File: src/rtl/mix_pkg.sv
// mix_pkg: shared definitions for the stereo routing mixer.
// Assumes: source select codes are two bits wide and identical for both channels.
package mix_pkg;

    // Per-channel source selection code
    typedef enum logic [1:0] {
        SRC_SILENT = 2'd0,
        SRC_RIGHT  = 2'd1,
        SRC_LEFT   = 2'd2,
        SRC_MONO   = 2'd3
    } src_sel_e;

    // Number of output channels produced by the mixer
    localparam int unsigned NUM_CH = 2;

endpackage

File: src/rtl/mix_source_sel.sv
// mix_source_sel: picks one channel's source among silence, right, left
// and the precomputed mono average.
// Assumes: the mono value is already averaged by the caller; purely combinational.
module mix_source_sel
    import mix_pkg::*;
#(
    parameter int unsigned SAMPLE_W = 24
) (
    input  logic signed [SAMPLE_W-1:0] left_in,
    input  logic signed [SAMPLE_W-1:0] right_in,
    input  logic signed [SAMPLE_W-1:0] mono_in,
    input  logic        [1:0]          sel,
    output logic signed [SAMPLE_W-1:0] src_out
);

    // Decode the two-bit source code into one sample
    always_comb begin
        unique case (src_sel_e'(sel))
            SRC_SILENT: src_out = '0;
            SRC_RIGHT:  src_out = right_in;
            SRC_LEFT:   src_out = left_in;
            SRC_MONO:   src_out = mono_in;
            default:    src_out = '0;
        endcase
    end

endmodule

File: src/rtl/mix_gain_ramp.sv
// mix_gain_ramp: soft-mute gain counter. Moves one step per accepted
// sample toward zero (mute requested) or toward full scale (released).
// Assumes: step_en is high for exactly one clock per sample; reset is
// synchronous, active low, and leaves the gain at full scale.
module mix_gain_ramp #(
    parameter int unsigned GAIN_W = 8
) (
    input  logic              clk,
    input  logic              rst_n,
    input  logic              step_en,
    input  logic              mute_req,
    output logic [GAIN_W-1:0] gain
);

    localparam logic [GAIN_W-1:0] GAIN_MAX = {GAIN_W{1'b1}};
    localparam logic [GAIN_W-1:0] GAIN_ONE = GAIN_W'(1);

    logic [GAIN_W-1:0] gain_q;

    // Step the gain once per sample, saturating at both ends
    always_ff @(posedge clk) begin
        if (!rst_n) begin
            gain_q <= GAIN_MAX;
        end else if (step_en) begin
            if (mute_req && (gain_q != '0)) begin
                gain_q <= gain_q - GAIN_ONE;
            end else if (!mute_req && (gain_q != GAIN_MAX)) begin
                gain_q <= gain_q + GAIN_ONE;
            end
        end
    end

    assign gain = gain_q;

    // a muting step lowers the gain by exactly one
    assert_ramp_down_R7: assert property (@(posedge clk) disable iff (!rst_n)
        (step_en && mute_req && (gain_q != '0)) |=> (gain_q == $past(gain_q) - GAIN_ONE));

    // a releasing step raises the gain by exactly one
    assert_ramp_up_R8: assert property (@(posedge clk) disable iff (!rst_n)
        (step_en && !mute_req && (gain_q != GAIN_MAX)) |=> (gain_q == $past(gain_q) + GAIN_ONE));

    // no sample, no gain movement
    assert_gain_idle_R10: assert property (@(posedge clk) disable iff (!rst_n)
        !step_en |=> $stable(gain_q));

endmodule

File: src/rtl/mix_gain_scale.sv
// mix_gain_scale: multiplies a signed sample by an unsigned gain and
// divides by 2**GAIN_W with floor rounding; full-scale gain bypasses.
// Assumes: gain is unsigned; purely combinational.
module mix_gain_scale #(
    parameter int unsigned SAMPLE_W = 24,
    parameter int unsigned GAIN_W   = 8
) (
    input  logic signed [SAMPLE_W-1:0] sample_in,
    input  logic        [GAIN_W-1:0]   gain,
    output logic signed [SAMPLE_W-1:0] sample_out
);

    localparam int unsigned PROD_W = SAMPLE_W + GAIN_W + 1;
    localparam logic [GAIN_W-1:0] GAIN_MAX = {GAIN_W{1'b1}};

    logic signed [PROD_W-1:0] x_ext;
    logic signed [PROD_W-1:0] g_ext;
    logic signed [PROD_W-1:0] prod;
    logic                     unused_prod_bits;

    // Widen both operands so the product cannot overflow
    always_comb begin
        x_ext = PROD_W'(sample_in);
        g_ext = PROD_W'({1'b0, gain});
        prod  = x_ext * g_ext;
    end

    assign unused_prod_bits = ^{prod[PROD_W-1], prod[GAIN_W-1:0]};

    // Full-scale gain is exact unity; otherwise keep the shifted product
    always_comb begin
        if (gain == GAIN_MAX) begin
            sample_out = sample_in;
        end else begin
            sample_out = prod[SAMPLE_W+GAIN_W-1:GAIN_W];
        end
    end

endmodule

File: src/rtl/stereo_route_mixer.sv
// stereo_route_mixer: routes an aligned stereo sample pair to two output
// channels (silence / right / left / mono each), applies the soft-mute
// gain and registers the result with a one-clock strobe delay.
// Assumes: in_left and in_right belong to the same frame; route_code and
// soft_mute are used only on strobe cycles; synchronous active-low reset.
module stereo_route_mixer
    import mix_pkg::*;
#(
    parameter int unsigned SAMPLE_W = 24,
    parameter int unsigned GAIN_W   = 8
) (
    input  logic                       clk,
    input  logic                       rst_n,
    input  logic                       in_valid,
    input  logic signed [SAMPLE_W-1:0] in_left,
    input  logic signed [SAMPLE_W-1:0] in_right,
    input  logic        [3:0]          route_code,
    input  logic                       soft_mute,
    output logic                       out_valid,
    output logic signed [SAMPLE_W-1:0] out_left,
    output logic signed [SAMPLE_W-1:0] out_right
);

    localparam int unsigned SUM_W = SAMPLE_W + 1;

    logic signed [SUM_W-1:0]    pair_sum;
    logic signed [SAMPLE_W-1:0] mono_avg;
    logic                       unused_sum_lsb;
    logic        [1:0]          ch_sel    [NUM_CH];
    logic signed [SAMPLE_W-1:0] ch_src    [NUM_CH];
    logic signed [SAMPLE_W-1:0] ch_scaled [NUM_CH];
    logic        [GAIN_W-1:0]   gain;

    // Mono average: one-bit-wider sum, arithmetic shift right by one
    always_comb begin
        pair_sum = SUM_W'(in_left) + SUM_W'(in_right);
        mono_avg = pair_sum[SUM_W-1:1];
    end

    assign unused_sum_lsb = pair_sum[0];

    // Channel 0 is out_left (code bits 3:2), channel 1 is out_right (bits 1:0)
    assign ch_sel[0] = route_code[3:2];
    assign ch_sel[1] = route_code[1:0];

    // Soft-mute gain, stepped once per accepted sample
    mix_gain_ramp #(
        .GAIN_W (GAIN_W)
    ) gain_ramp_i (
        .clk      (clk),
        .rst_n    (rst_n),
        .step_en  (in_valid),
        .mute_req (soft_mute),
        .gain     (gain)
    );

    // One source selector and one gain stage per output channel
    for (genvar ch = 0; ch < NUM_CH; ch++) begin : g_chan
        mix_source_sel #(
            .SAMPLE_W (SAMPLE_W)
        ) sel_i (
            .left_in  (in_left),
            .right_in (in_right),
            .mono_in  (mono_avg),
            .sel      (ch_sel[ch]),
            .src_out  (ch_src[ch])
        );

        mix_gain_scale #(
            .SAMPLE_W (SAMPLE_W),
            .GAIN_W   (GAIN_W)
        ) scale_i (
            .sample_in  (ch_src[ch]),
            .gain       (gain),
            .sample_out (ch_scaled[ch])
        );
    end

    // Output register: capture on strobe, hold otherwise
    always_ff @(posedge clk) begin
        if (!rst_n) begin
            out_valid <= 1'b0;
            out_left  <= '0;
            out_right <= '0;
        end else begin
            out_valid <= in_valid;
            if (in_valid) begin
                out_left  <= ch_scaled[0];
                out_right <= ch_scaled[1];
            end
        end
    end

    // strobe delayed by exactly one clock
    assert_strobe_delay_R2: assert property (@(posedge clk) disable iff (!rst_n)
        out_valid == $past(in_valid));

    // outputs hold across idle cycles
    assert_hold_idle_R6: assert property (@(posedge clk) disable iff (!rst_n)
        !in_valid |=> ($stable(out_left) && $stable(out_right)));

    // silent code on the left selector gives a zero left output
    assert_left_silent_R3: assert property (@(posedge clk) disable iff (!rst_n)
        (in_valid && (route_code[3:2] == 2'd0)) |=> (out_left == '0));

    // silent code on the right selector gives a zero right output
    assert_right_silent_R4: assert property (@(posedge clk) disable iff (!rst_n)
        (in_valid && (route_code[1:0] == 2'd0)) |=> (out_right == '0));

    // zero gain silences both outputs
    assert_zero_gain_R9: assert property (@(posedge clk) disable iff (!rst_n)
        (in_valid && (gain == '0)) |=> ((out_left == '0) && (out_right == '0)));

endmodule

File: config.mk
export PLATFORM = sky130hd
export DESIGN_NAME = stereo_route_mixer
export DESIGN_NICKNAME = d
export VERILOG_FILES = /design/src/rtl/mix_pkg.sv /design/src/rtl/mix_source_sel.sv /design/src/rtl/mix_gain_ramp.sv /design/src/rtl/mix_gain_scale.sv /design/src/rtl/stereo_route_mixer.sv
export SDC_FILE = /design/constraint.sdc
export NUM_CORES = 1
export LEC_CHECK = 0
export BUFFER_PORTS_ARGS = -buffer_cell sky130_fd_sc_hd__clkbuf_2
export CAP_MARGIN = 0
export CORE_ASPECT_RATIO = 1.25
export CORE_MARGIN = 3
export CORE_UTILIZATION = 40
export DETAILED_ROUTE_END_ITERATION = 10
export PLACE_DENSITY_LB_ADDON = 0.1
export SETUP_SLACK_MARGIN = 0.05
export SYNTH_ARGS = -nofsm -noshare
export SYNTH_HDL_FRONTEND = slang
export SYNTH_SLANG_ARGS = --single-unit
export TNS_END_PERCENT = 50
File: constraint.sdc
create_clock -name clk -period 17.7 [get_ports clk]
set_input_delay 0.885 -clock clk [delete_from_list [all_inputs] [get_ports clk]]
set_output_delay 0.885 -clock clk [all_outputs]
set_load 0.02 [all_outputs]
==> summary.txt <==
Yosys
  – Most numerous cell in the Yosys netlist: inv_1
  – Count of cell types in the netlist: 90
  – Commonest cells post-synth: 403 x inv_1, 296 x fa_1, 205 x nand2_1
  – Number of flops mapped to enable cells by yosys: 0
  – Ranking of synthesized cells by area: fa_1 34%, ha_1 10%, inv_1 8.6%, dfxtp_1 6.5%, and2_1 5.9%
  – Sequential cell area fraction in the yosys report: 6.48%
  – Post-synthesis instance total: 2,085
  – Average cell area after synthesis: 8.45 um2
  – Async set-reset flop share out of synthesis: 0%
  – Largest area contributor in the netlist: fa_1
  – Synth Register Bits: 57
  – Net Count, Synth: 2,584
  – Top_reg_cell synth: dfxtp_1
  – Post-Syn Area: 0.0176 mm2
  – Number of synthesis warnings: 0
  – Area share of the largest cell type after synthesis: 33.6%

Timing
  – FMAX: about 0.11 GHz
  – Rel. slew slack: approximately 22%
  – Final setup margin: 8.99 ns
  – Setup TNS: 0 ns
  – Final period utilization: 49.2%
  – Fin. Hold Viols: 0
  – RSZ-0062 raised after global routing: no
  – Hold Slack: 0.460 ns
  – Slew Viols, Final: 0
  – Minimum clock period: 8.71 ns
  – Finish-stage setup viols: 0
  – Slew of the pin with the lowest slew margin: 1.17 ns
  – Worst Skew: 0.00777 ns

Worst setup path
  – Worst EP arrival: 8.96 ns
  – Slowest-stage cell, CP: a22oi_1
  – CP startpoint kind: input port
  – Cell mode on critical path: fa_1
  – Crit end category: flop
  – CP peak stage delay: 0.65 ns
  – Kind of critical path: input port to flop
  – CP Data Required Time: 17.95 ns
  – Peak fanout along the critical path: 9

Die
  – Die H: 241 um
  – Rows: 85
  – Initial Util: 40.7%
  – Die W: 194 um
  – Die area: between 0.04 and 0.05 mm2
  – Ports: 105
  – Total core area: between 0.04 and 0.05 mm2

Run status
  – Outcome: completed

Clock tree
  – Cts repair resizes: 0
  – Clk sinks: 57
  – Clock-pin slew on the worst setup and hold paths: approximately 0.060 ns
  – Hold Buf Count CTS: 0
  – CTS Buf Count: 9
  – Setup Fix Bufs, Post-CTS: 0
  – CTS tree: yes
  – H-tree levels: 3
  – Clock Tree Buf Depth: 2
  – Root buf cell: clkbuf_16
  – Worst skew pair latency: 0.35 ns

Run
  – Max-cap viol count: 0

Layout
  – ANT cells: 0
  – Area grow syn2layout: 7.47%
  – Fin nets: 2,639
  – Fillers: about 4.4k
  – Layout cells sized above 1: 10.2%

Drt
  – Via count: 14.5k
  – Remaining DRCs: 0
  – Final ANT Viol Nets: 0
  – DRT iter0 DRCs: roughly 640
  – Via density: 5.34
  – DR WL/cell: approximately 20 um
  – Total wire length: 52,900 um
  – Pre-antenna DRT Iters: 5

Global routing
  – Vias in the first global route: 15.6k
  – Total track usage: 23.5%
  – First-pass GRT wire length: 86,400 um
  – Largest net degree at the start of global routing: 54
  – Initial antenna violation count: 0
  – Total grt overflow: 0

Placed design
  – DP Worst Slack: 8.60 ns
  – Dpl hpwl: 40,800 um
  – IO buf count: 104
  – GP Congestion: 0.919

Hold path
  – Worst Hold Class: flop to flop
-- final timing paths --
check             slack (ns)           startpoint       endpoint  cells after the start
setup / recovery        8.99           in_left[0]  out_right[22]                     29
hold / removal          0.46          out_left[7]    out_left[7]                      2
setup reg to reg       11.36  gain_ramp_i.gain[0]  out_right[22]                     19
hold reg to reg         0.46          out_left[7]    out_left[7]                      2
-- stage by stage --
stage	std cells	instance area, um2	util (%)
2_1_floorplan	2085	17600	-
3_3_place_gp	2694	18600	43.1
3_5_place_dp	2694	18600	43.1
4_1_cts	2710	18900	43.7
5_1_grt	2710	18900	43.7
6_report	2710	18900	43.7
-- final cells by class --
| cell class | instances | area (um2) | area share (%) |
|---|---|---|---|
| clock buffer | 11 | 253 | 1.34 |
| inverter | 404 | 1520 | 8.01 |
| clock inverter | 5 | 38.8 | 0.205 |
| sequential | 57 | 1140 | 6.05 |
| multi-input combinational | 1540 | 14600 | 77.0 |
| timing repair buffer | 128 | 701 | 3.70 |
| tap | 565 | 707 | 3.73 |
-- state kept, by name, indices dropped and copies added (netlist names) --
register	flops
out_left	24
out_right	24
gain_ramp_i.gain	8
out_valid	1
-- per-layer routing --
metal	vias up	global-route usage (%)	wire length [um]
met1	7334	27.0	21100
met2	290	44.6	27800
li1	6731	-	-
met5	-	0	0
met4	0	10.1	2530
met3	104	2.32	1530
-- cells in the final DEF (no fill, tap or decap), types with 10 or more instances in the layout --
cell type	n
a211oi_1	18
a21o_1	23
a21oi_1	84
a22o_1	17
a31oi_1	23
and2_1	167
buf_4	24
clkbuf_2	104
dfxtp_1	54
fa_1	296
ha_1	147
inv_1	403
mux2_2	22
nand2_1	205
nand2b_1	49
nand3_1	16
nor2_1	57
nor2b_1	73
nor3_1	13
o211ai_1	14
o21ai_0	75
o21bai_1	10
or3_1	12
xnor2_1	44
xor2_1	28
-- worst max-delay path, delay by kind of cell --
kind	cells	cell delay, ns
adders and majority gates	6	2.63
and+or+nand+nor	5	0.87
xor gates and xnor gates	1	0.16
AOI/OAI and AO/OA	11	3.48
buffers and inverters	4	0.27
muxes	2	0.67
-- cells by family (layout without fill, tap and decap cells) --
family                   Yosys count  count (layout)  synth area share (%)
multiplexers                      24              24                  1.52
flip-flops                        57              57                  6.48
AND/OR/NAND/NOR                  644             644                  19.3
XOR/XNOR                          72              72                  3.58
buffers and inverters            488             548                  10.8
adder cells (fa/ha/maj)          443             443                  44.1
AO/OA/AOI/OAI                    357             357                  14.2
Power is not shown: default switching activity piles up to over one toggle a cycle in this logic, so the estimate is an artifact.
